===== config.mk =====
export PLATFORM = sky130hd
export DESIGN_NAME = i2c_shift_unit
export DESIGN_NICKNAME = d
export VERILOG_FILES = /design/src/rtl/i2c_shift_unit.sv
export SDC_FILE = /design/constraint.sdc
export NUM_CORES = 1
export LEC_CHECK = 0
export BUFFER_PORTS_ARGS = -buffer_cell sky130_fd_sc_hd__buf_2
export CORE_MARGIN = 2
export CORE_UTILIZATION = 50
export CTS_CLUSTER_DIAMETER = 100
export DETAILED_ROUTE_END_ITERATION = 12
export PLACE_DENSITY = 0.89
export SYNTH_ARGS = -nofsm -noshare
export SYNTH_HDL_FRONTEND = slang
export SYNTH_SLANG_ARGS = --single-unit

===== constraint.sdc =====
create_clock -name clk -period 4.8 [get_ports clk]
set_input_delay 0.72 -clock clk [delete_from_list [all_inputs] [get_ports clk]]
set_output_delay 0.72 -clock clk [all_outputs]
set_load 0.01 [all_outputs]

===== src/rtl/i2c_shift_unit.sv =====
module i2c_shift_unit #(
  parameter int DATA_W = 8
) (
  input  logic                      clk,
  input  logic                      rst_n,
  input  logic                      wr_en,
  input  logic [DATA_W-1:0]         wr_data,
  output logic [DATA_W-1:0]         rd_data,
  input  logic                      if_enable,
  input  logic                      master_mode,
  input  logic                      xmit,
  input  logic                      scl_in,
  input  logic                      sda_in,
  output logic                      sda_out,
  output logic [$clog2(DATA_W)-1:0] bit_cnt,
  output logic                      byte_done,
  output logic                      scl_start
);
  localparam int CNT_W = $clog2(DATA_W);
  localparam logic [CNT_W-1:0] LAST = CNT_W'(DATA_W - 1);

  logic [1:0]        scl_sync, sda_sync;
  logic              scl_q, bus_bit;
  logic [DATA_W-1:0] shreg;
  logic [CNT_W-1:0]  cnt;

  wire scl_now = scl_sync[1];
  wire sda_now = sda_sync[1];
  wire rise    = scl_now & ~scl_q;
  wire fall    = ~scl_now & scl_q;
  wire wr_ok   = wr_en & if_enable;

  always_ff @(posedge clk or negedge rst_n) begin
    if (!rst_n) begin
      scl_sync <= 2'b11;
      sda_sync <= 2'b11;
      scl_q    <= 1'b1;
      bus_bit  <= 1'b1;
    end else begin
      scl_sync <= {scl_sync[0], scl_in};
      sda_sync <= {sda_sync[0], sda_in};
      scl_q    <= scl_now;
      if (rise) bus_bit <= sda_now;
    end
  end

  always_ff @(posedge clk or negedge rst_n) begin
    if (!rst_n)
      shreg <= '0;
    else if (wr_ok)
      shreg <= wr_data;
    else if (if_enable && !xmit && rise)
      shreg <= {shreg[DATA_W-2:0], sda_now};
    else if (if_enable && xmit && fall)
      shreg <= {shreg[DATA_W-2:0], bus_bit};
  end

  always_ff @(posedge clk or negedge rst_n) begin
    if (!rst_n) begin
      cnt       <= '0;
      byte_done <= 1'b0;
      scl_start <= 1'b0;
    end else begin
      byte_done <= 1'b0;
      scl_start <= wr_ok & master_mode;
      if (wr_ok)
        cnt <= '0;
      else if (if_enable && rise) begin
        if (cnt == LAST) begin
          cnt       <= '0;
          byte_done <= 1'b1;
        end else
          cnt <= cnt + 1'b1;
      end
    end
  end

  assign rd_data = shreg;
  assign bit_cnt = cnt;
  assign sda_out = xmit ? shreg[DATA_W-1] : 1'b1;
endmodule


# After elaboration in Yosys (flattened, before gate mapping)
# Cells that the tools add are included.
[word_totals]
reg_bits = 19
input_bits = 16
[classes]
addsub = 1
eq_ne = 1
muxes = 10
bitwise = 6
n_reduce_logical = 8
[ops]
columns = ["cell", "count"]
rows = [
  ["$mux 8", 3],
  ["$mux 3", 3],
  ["$logic_and 1x1->1", 5],
  ["$and 1x1->1", 4],
  ["$mux 1", 4],
  ["$add 3x1->3 const B", 1],
  ["$eq 3x3->1 const B", 1],
  ["$reduce_bool 3->1", 1],
  ["$not 1->1", 2],
  ["$reduce_bool 2->1", 1],
  ["$logic_not 1->1", 1],
]

# Longest topological paths before layout
# Gate-level depths: netlist of the first run.
[depth]
depth_word = 6
ltp_mapped = 5
ltp_nobuf = 5

# Worst setup path before layout of the first run
# OpenSTA, ideal clock, no wires.
[synth_timing]
path_kind = "input to register"
from = "input port if_enable"
to = "register shreg[1], in the netlist rd_data[1]"
t_arrival_ns = 1.661
path_slack_ns = 3.014
stages = 4
n_path_buf = 1
cell_sequence = "buf_2 nand2_1 mux2_2 mux2_4"
[synth_between]
elab_chain_cells = 4
word_cells_on_any_way = 8
cone_classes = "mux: 2; bitwise: 1; reduce/logical: 5"
[synth_rtl]
columns = ["item", "line_no", "source"]
rows = [
  ["start, declared", "9", "input logic if_enable,"],
  ["$logic_and 1x1->1 (2 in series)", "52", "else if (if_enable && !xmit && rise)"],
  ["$mux 8", "52", ""],
  ["$mux 8", "50", "else if (wr_ok)"],
  ["end signal, assigned", "51", "shreg <= wr_data;"],
  ["end signal, assigned", "53", "shreg <= {shreg[DATA_W-2:0], sda_now};"],
  ["end signal, assigned", "55", "shreg <= {shreg[DATA_W-2:0], bus_bit};"],
  ["end, declared", "24", "logic [DATA_W-1:0] shreg;"],
]
# Several ways; a longest one is shown, not always the timed one.
# A chain may end at the register's enable or synchronous reset.

# Worst setup path after layout of the first run
[layout_timing]
from = "register scl_sync[1]"
to = "register shreg[7], in the netlist rd_data[7]"
[layout_between]
elab_chain_cells = 4
word_cells_on_any_way = 8
cone_classes = "mux: 2; bitwise: 3; reduce/logical: 3"
[layout_rtl]
columns = ["item", "line_no", "source"]
rows = [
  ["start, declared", "22", "logic [1:0] scl_sync, sda_sync;"],
  ["start signal, assigned", "40", "scl_sync <= {scl_sync[0], scl_in};"],
  ["$and 1x1->1 / $not 1->1 (equally long branches)", "29, 30", ""],
  ["$logic_and 1x1->1 / $and 1x1->1 (equally long branches)", "52, 30", ""],
  ["$mux 8 / $logic_and 1x1->1 (equally long branches)", "52, 54", ""],
  ["$mux 8 / $reduce_bool 3->1 (equally long branches)", "-", ""],
]
# Several ways; a longest one is shown, not always the timed one.

==> results of run 1 <==
power by group:
part | internal (mW) | switching, mW | total, mW | leakage [nW]
registers | 0.196 | 0.0280 | 0.224 | 0.226
logic | 0.0836 | 0.0575 | 0.141 | 0.303
clock network | 0.0309 | 0.0468 | 0.0778 | 0.0177
stage by stage:
stage	setup slack, ns	area (µm²)	std cells	hold WS (ns)
final	2.974	1085	123	0.3434
after global routing	2.864	1085	123	0.3396
after CTS	2.979	1085	123	0.3508
after detailed placement	2.712	1057	119	0.3500
after global placement	2.774	1057	119	0.3454
after floorplan	3.014	902.1	68	0.3452
synth_stat cells (all sizes together):
library cell,number,share of area
dfstp,6,0.17
nand2,4,0.017
dfrtp,13,0.36
and3b,3,0.029
or2b,1,0.0083
a22oi,3,0.025
ha,2,0.028
nand4bb,1,0.012
inv,4,0.017
nor2b,2,0.014
o21ai,1,0.0055
o32ai,1,0.0097
o22ai,3,0.021
mux2,14,0.20
nor2,1,0.0042
nand2b,1,0.0069
nor3,1,0.0055
nor3b,1,0.0083
o31a,1,0.0097
buf,3,0.024
and3,1,0.0069
a221oi,1,0.0097
routing by layer:
metal  share of wire  track usage  up-vias
li1                -            -      303
met1            0.43       0.2108      319
met2            0.52       0.2889       14
met3           0.043      0.04706        2
met4          0.0061      0.08571        0
met5               0            0        -
sequential cells by signal, summed over array words and instances, names as in the netlist:
register,flops
rd_data,8
bit_cnt,3
scl_sync,2
sda_sync,2
bus_bit,1
byte_done,1
scl_q,1
scl_start,1
final timing paths:
kind | startpoint | endpoint | slack [ns]
setup / recovery | scl_sync[1] | rd_data[7] | 2.97
hold / removal | rst_n | rd_data[1] | 0.34
setup reg to reg | scl_sync[1] | rd_data[7] | 2.97
hold reg to reg | scl_sync[0] | scl_sync[1] | 0.36
max in group asynchronous | rst_n | scl_sync[0] | 4.14
min in group clk | scl_sync[0] | scl_sync[1] | 0.36
worst reg2reg max path, delay by kind of cell, from the launching register on:
kind	cells	cell delay [ns]
DFF	1	0.59
AOI/OAI and AO/OA	1	0.50
muxes	1	0.34
and+or+nand+nor	1	0.29
layout make-up:
class / count / share of cell area
Clock buffer: 3 / 0.02076
Clock inverter: 1 / 0.004614
Inverter: 4 / 0.01384
Multi-Input combinational cell: 42 / 0.3529
Sequential cell: 19 / 0.4452
Tap cell: 25 / 0.02884
Timing Repair Buffer: 29 / 0.1338
kinds of logic after synthesis:
group,Yosys count,share of synthesized area
buffers and inverters,7,0.04022
AO/OA/AOI/OAI,10,0.08044
flip-flops,19,0.5354
adder cells (fa/ha/maj),2,0.02773
multiplexers,14,0.2039
AND/OR/NAND/NOR,16,0.1123
layout by cell type, fill, tap and decap left out, drive strengths merged:
cell type	instances
or2b	1
and3	1
ha	2
inv	4
mux2	14
dfrtp	13
dfstp	6
clkinv	1
a22oi	3
nor2b	2
clkbuf	3
nand2	4
o32ai	1
buf	29
nand2b	1
a221oi	1
nor3b	1
o22ai	3
nor2	1
o31a	1
nor3	1
nand4bb	1
o21ai	1
and3b	3
==> results.py, run 1 <==
metrics = {
    "timing": {
        "finalSetupViolCount": 0,
        "clock-skew-final_ns": 0.003190,
        "max_freq_ghz": 0.5476,
        "hold_viol": 0,
        "slew_headroom": 0.6670,
        "rsz0062_at_grt": "false",
        "fin_crit_ns": 1.826,
        "finalCritPeriodShare": 0.3805,
        "maxSlewViolCount": 0,
        "worst_slew_pin_slew_ns": 0.4996,
        "fin_tns_setup_ns": 0,
    },
    "clock_tree": {
        "post_cts_buffers": 0,
        "cts_made_buffers": 3,
        "clock_path_buffers": 2,
        "hold_buffers": 0,
        "clock_sinks": 19,
        "postCtsResizedCells": 0,
        "cts_tree": "done",
        "clk_latency_ns": 0.29,
        "root_buffer": "clkbuf_4",
        "clk_pin_slew_ns": 0.11,
        "htree_num_levels": 1,
    },
    "cells_and_area": {
        "utilization": 0.6352,
        "drive_gt1_frac": 0.5408,
        "regArea_um2": 483.0,
        "antennaDiodeCount": 0,
        "syn_to_final_growth_pct": 20.25,
        "num-fill-cells": 135,
        "nNetsFinal": 117,
        "multi_input_area_um2": 382.9,
    },
    "power": {
        "p_per_area_nw_per_um2": 408.1,
        "irDropWorstVdd_mv": 0.2003,
        "leakagePower_nw": 0.5464,
        "p_total_mw": 0.4427,
    },
    "routing": {
        "vias_per_cell": 5.187,
        "firstDrtPassIters": 4,
        "drc_errors": 0,
        "drtIter0Drc": 14,
        "avgRoutedWirePerCell_um": 13.37,
        "antenna_left": 0,
        "drt-total-wl_mm": 1.644,
        "vias": 638,
    },
    "grt": {
        "grt_max_degree": 20,
        "grt-ovfl-total": 0,
        "grt_pass1_wl_mm": 2.628,
        "gr-usage-all-layers": 0.1760,
        "grt_pass1_vias": 630,
        "antenna_found_initial": 0,
    },
    "worst_setup_path": {
        "crit_family": "flip-flops",
        "rr_worst_depth": 3,
        "path_buf_inv": 0,
        "crit_path_end_kind": "flip-flop",
        "critPathLaunchType": "flip-flop",
        "cpPeakStageDelay_ns": 0.59,
        "path_depth": 3,
        "critical_path.slowest_cell": "dfstp_2",
        "path_max_fanout": 8,
        "critPathRequiredTime_ns": 4.98,
        "arrival_ns": 2.01,
        "crit_path_cell_trace": "nor3b_1 -> o31a_1 -> mux2_4",
        "critPathKind": "flip-flop to flip-flop",
    },
    "hold_path": {
        "min_path_type": "primary input to async pin",
    },
    "placed_design": {
        "routabilityCongestion": 0.7307,
        "detailed_place_hpwl_mm": 1.260,
        "io_buffer_count": 29,
    },
    "synthesis": {
        "syn_avg_cell_area_um2": 13.27,
        "syn_nets": 86,
        "yosysSeqAreaShare": 0.5354,
        "yosysWarningCount": 0,
        "synth_seq_cells": 19,
        "synth_cell_types": 24,
        "syn-cell-area_um2": 902.1,
        "syn_inst": 68,
    },
    "floorplanning": {
        "initial_core_util": 0.5282,
        "die_h_um": 46.48,
        "ioPinCount": 30,
        "dieWidth_um": 46.48,
        "core_area_um2": 1708,
        "die-area_um2": 2160,
        "placementRows": 15,
    },
    "outcome": {
        "status": "finished, final reports clean",
    },
    "flow_run": {
        "cap_violations": 0,
    },
}
No activity file was read; power rests on OpenSTA's default activity.
==> run 2, diff against run 1 <==
Settings changed: CORE_UTILIZATION 50 to 48, PLACE_DENSITY 0.89 to 0.87.
Clock period 4.8 ns to 1.8 ns, I/O delays scaled along.
==> run 2 against run 1 <==
  * Setup slack lost 2.8 ns
  * Die area grew 3.8%
  * Register-to-register slack lost 2.8 ns
  * Cell count grew 1.6%
  * Count of clock-buffer cells in the layout is the same
  * Critical endpoint unchanged
  * Highest routed layer unchanged
  * Sequential share of layout area shrank 0.81 points
==> results.py, run 2 (same netlist as run 1, synthesis figures left out) <==
metrics = {
    "grt": {
        "gr-usage-all-layers": 0.1759,
        "antenna_found_initial": 0,
        "grt_pass1_wl_mm": 2.628,
        "grt_max_degree": 20,
        "grt_pass1_vias": 564,
        "grt-ovfl-total": 0,
    },
    "worst_setup_path": {
        "critPathKind": "flip-flop to flip-flop",
        "rr_worst_depth": 4,
        "cpPeakStageDelay_ns": 0.59,
        "reg2reg_slack_ns": 0.16,
        "crit_path_cell_trace": "nor3b_1 -> o31a_1 -> buf_4 -> mux2_4",
        "path_depth": 4,
        "path_max_fanout": 8,
        "arrival_ns": 1.82,
        "crit_family": "flip-flops",
        "path_buf_inv": 1,
        "critPathRequiredTime_ns": 1.99,
        "crit_path_end_kind": "flip-flop",
        "critical_path.slowest_cell": "dfstp_2",
        "critPathLaunchType": "flip-flop",
        "r2r-start": "scl_sync[1]",
        "crit_start": "scl_sync[1]",
        "r2r-end": "rd_data[7]",
    },
    "cells_and_area": {
        "antennaDiodeCount": 0,
        "multi_input_area_um2": 382.9,
        "utilization": 0.6330,
        "design_area_um2": 1105,
        "num-fill-cells": 158,
        "syn_to_final_growth_pct": 22.47,
        "drive_gt1_frac": 0.5400,
        "layout_common_cells": "29 x buf_2, 13 x dfrtp_1, 7 x mux2_2, 7 x mux2_4, 6 x dfstp_2",
        "regArea_um2": 483.0,
        "largest_reg_flops": 8,
        "final_common_cell": "buf_2",
        "nNetsFinal": 119,
    },
    "hold_path": {
        "holdPathEnd": "sda_sync[0]",
        "min_path_cells": 1,
        "hp-start": "sda_in",
        "min_path_type": "primary input to flip-flop",
    },
    "routing": {
        "firstDrtPassIters": 3,
        "avgRoutedWirePerCell_um": 13.70,
        "vias": 630,
        "drc_errors": 0,
        "antenna_left": 0,
        "vias_per_cell": 5.040,
        "drt-total-wl_mm": 1.713,
        "drtIter0Drc": 5,
    },
    "timing": {
        "fin_crit_ns": 1.638,
        "max_freq_ghz": 0.6105,
        "clock-skew-final_ns": 0.008260,
        "finalSetupViolCount": 0,
        "worst_slew_pin_slew_ns": 0.4107,
        "hold_viol": 0,
        "rsz0062_at_grt": "false",
        "slew_headroom": 0.7262,
        "maxSlewViolCount": 0,
        "finalCritPeriodShare": 0.9100,
        "fin_tns_setup_ns": 0,
        "holdWs_ns": 0.05172,
    },
    "power": {
        "switching_power_mw": 0.3637,
        "swShare": 0.3040,
        "p_total_mw": 1.197,
        "p_int_mw": 0.8328,
        "power_frac_comb": 0.320,
        "p_seq_frac": 0.497,
        "leakagePower_nw": 0.5518,
        "clkPwrFrac": 0.183,
        "p_per_area_nw_per_um2": 1083,
        "irDropWorstVdd_mv": 0.5769,
    },
    "clock_tree": {
        "post_cts_buffers": 0,
        "clock_path_buffers": 2,
        "cts_made_buffers": 3,
        "clk_pin_slew_ns": 0.11,
        "clk_latency_ns": 0.30,
        "cts_tree": "done",
        "hold_buffers": 1,
        "postCtsResizedCells": 0,
        "htree_num_levels": 1,
        "clock_sinks": 19,
        "root_buffer": "clkbuf_4",
    },
    "floorplanning": {
        "die_h_um": 47.35,
        "dieWidth_um": 47.35,
        "core_area_um2": 1745,
        "die-area_um2": 2242,
        "ioPinCount": 30,
        "placementRows": 15,
        "initial_core_util": 0.5168,
    },
    "placed_design": {
        "detailed_place_hpwl_mm": 1.327,
        "io_buffer_count": 29,
        "routabilityCongestion": 0.6556,
        "dpl_cell_area_um2": 1065,
    },
    "flow_run": {
        "cap_violations": 0,
    },
    "outcome": {
        "status": "finished, final reports clean",
    },
}
[run 2: cell types whose count changed in the layout (fill, tap and decap cells not counted)]
cell / before / now
buf_4: 0 / 1
dlygate4sd3_1: 0 / 1
clkinv_2: 1 / 0
clkinvlp_4: 0 / 1
[run 2: layer usage]
| metal | GRT usage | vias to the layer above | wire [µm] |
|---|---|---|---|
| li1 | - | 312 | - |
| met1 | 0.2209 | 301 | 753 |
| met2 | 0.2892 | 15 | 873 |
| met3 | 0.02308 | 2 | 75 |
| met4 | 0.1000 | 0 | 12 |
| met5 | 0 | - | 0 |
[run 2: worst max path at each step]
stage,endpoint,slack [ns]
6_report,rd_data[7],0.16
5_1_grt,rd_data[7],0.05
4_1_cts,rd_data[7],0.16
3_5_place_dp,rd_data[7],0.18
3_3_place_gp,rd_data[2],0.24
2_1_floorplan,rd_data[1],0.29
[run 2: layout make-up]
type | instances | share of cell area
sequential | 19 | 0.4371
multi-input combinational | 42 | 0.3465
timing repair buffer | 31 | 0.1472
tap | 25 | 0.02831
clock buffer | 3 | 0.02039
inverter | 4 | 0.01359
clock inverter | 1 | 0.006795
[run 2: power by group through the flow]
stage          sequential [mW]  clock, mW  combinational (mW)
5_1_grt                  0.608      0.249               0.424
3_3_place_gp             0.592          0               0.371
2_1_floorplan            0.628          0               0.210
4_1_cts                  0.596      0.225               0.389
6_report                 0.595      0.219               0.383
3_5_place_dp             0.604          0               0.386
[run 2: per-stage QoR]
| step | setup slack [ns] | std cells |
|---|---|---|
| floorplan | 0.2928 | 68 |
| global placement | 0.2438 | 120 |
| detailed placement | 0.1842 | 120 |
| CTS | 0.1564 | 125 |
| global route | 0.05440 | 125 |
| finish | 0.1620 | 125 |
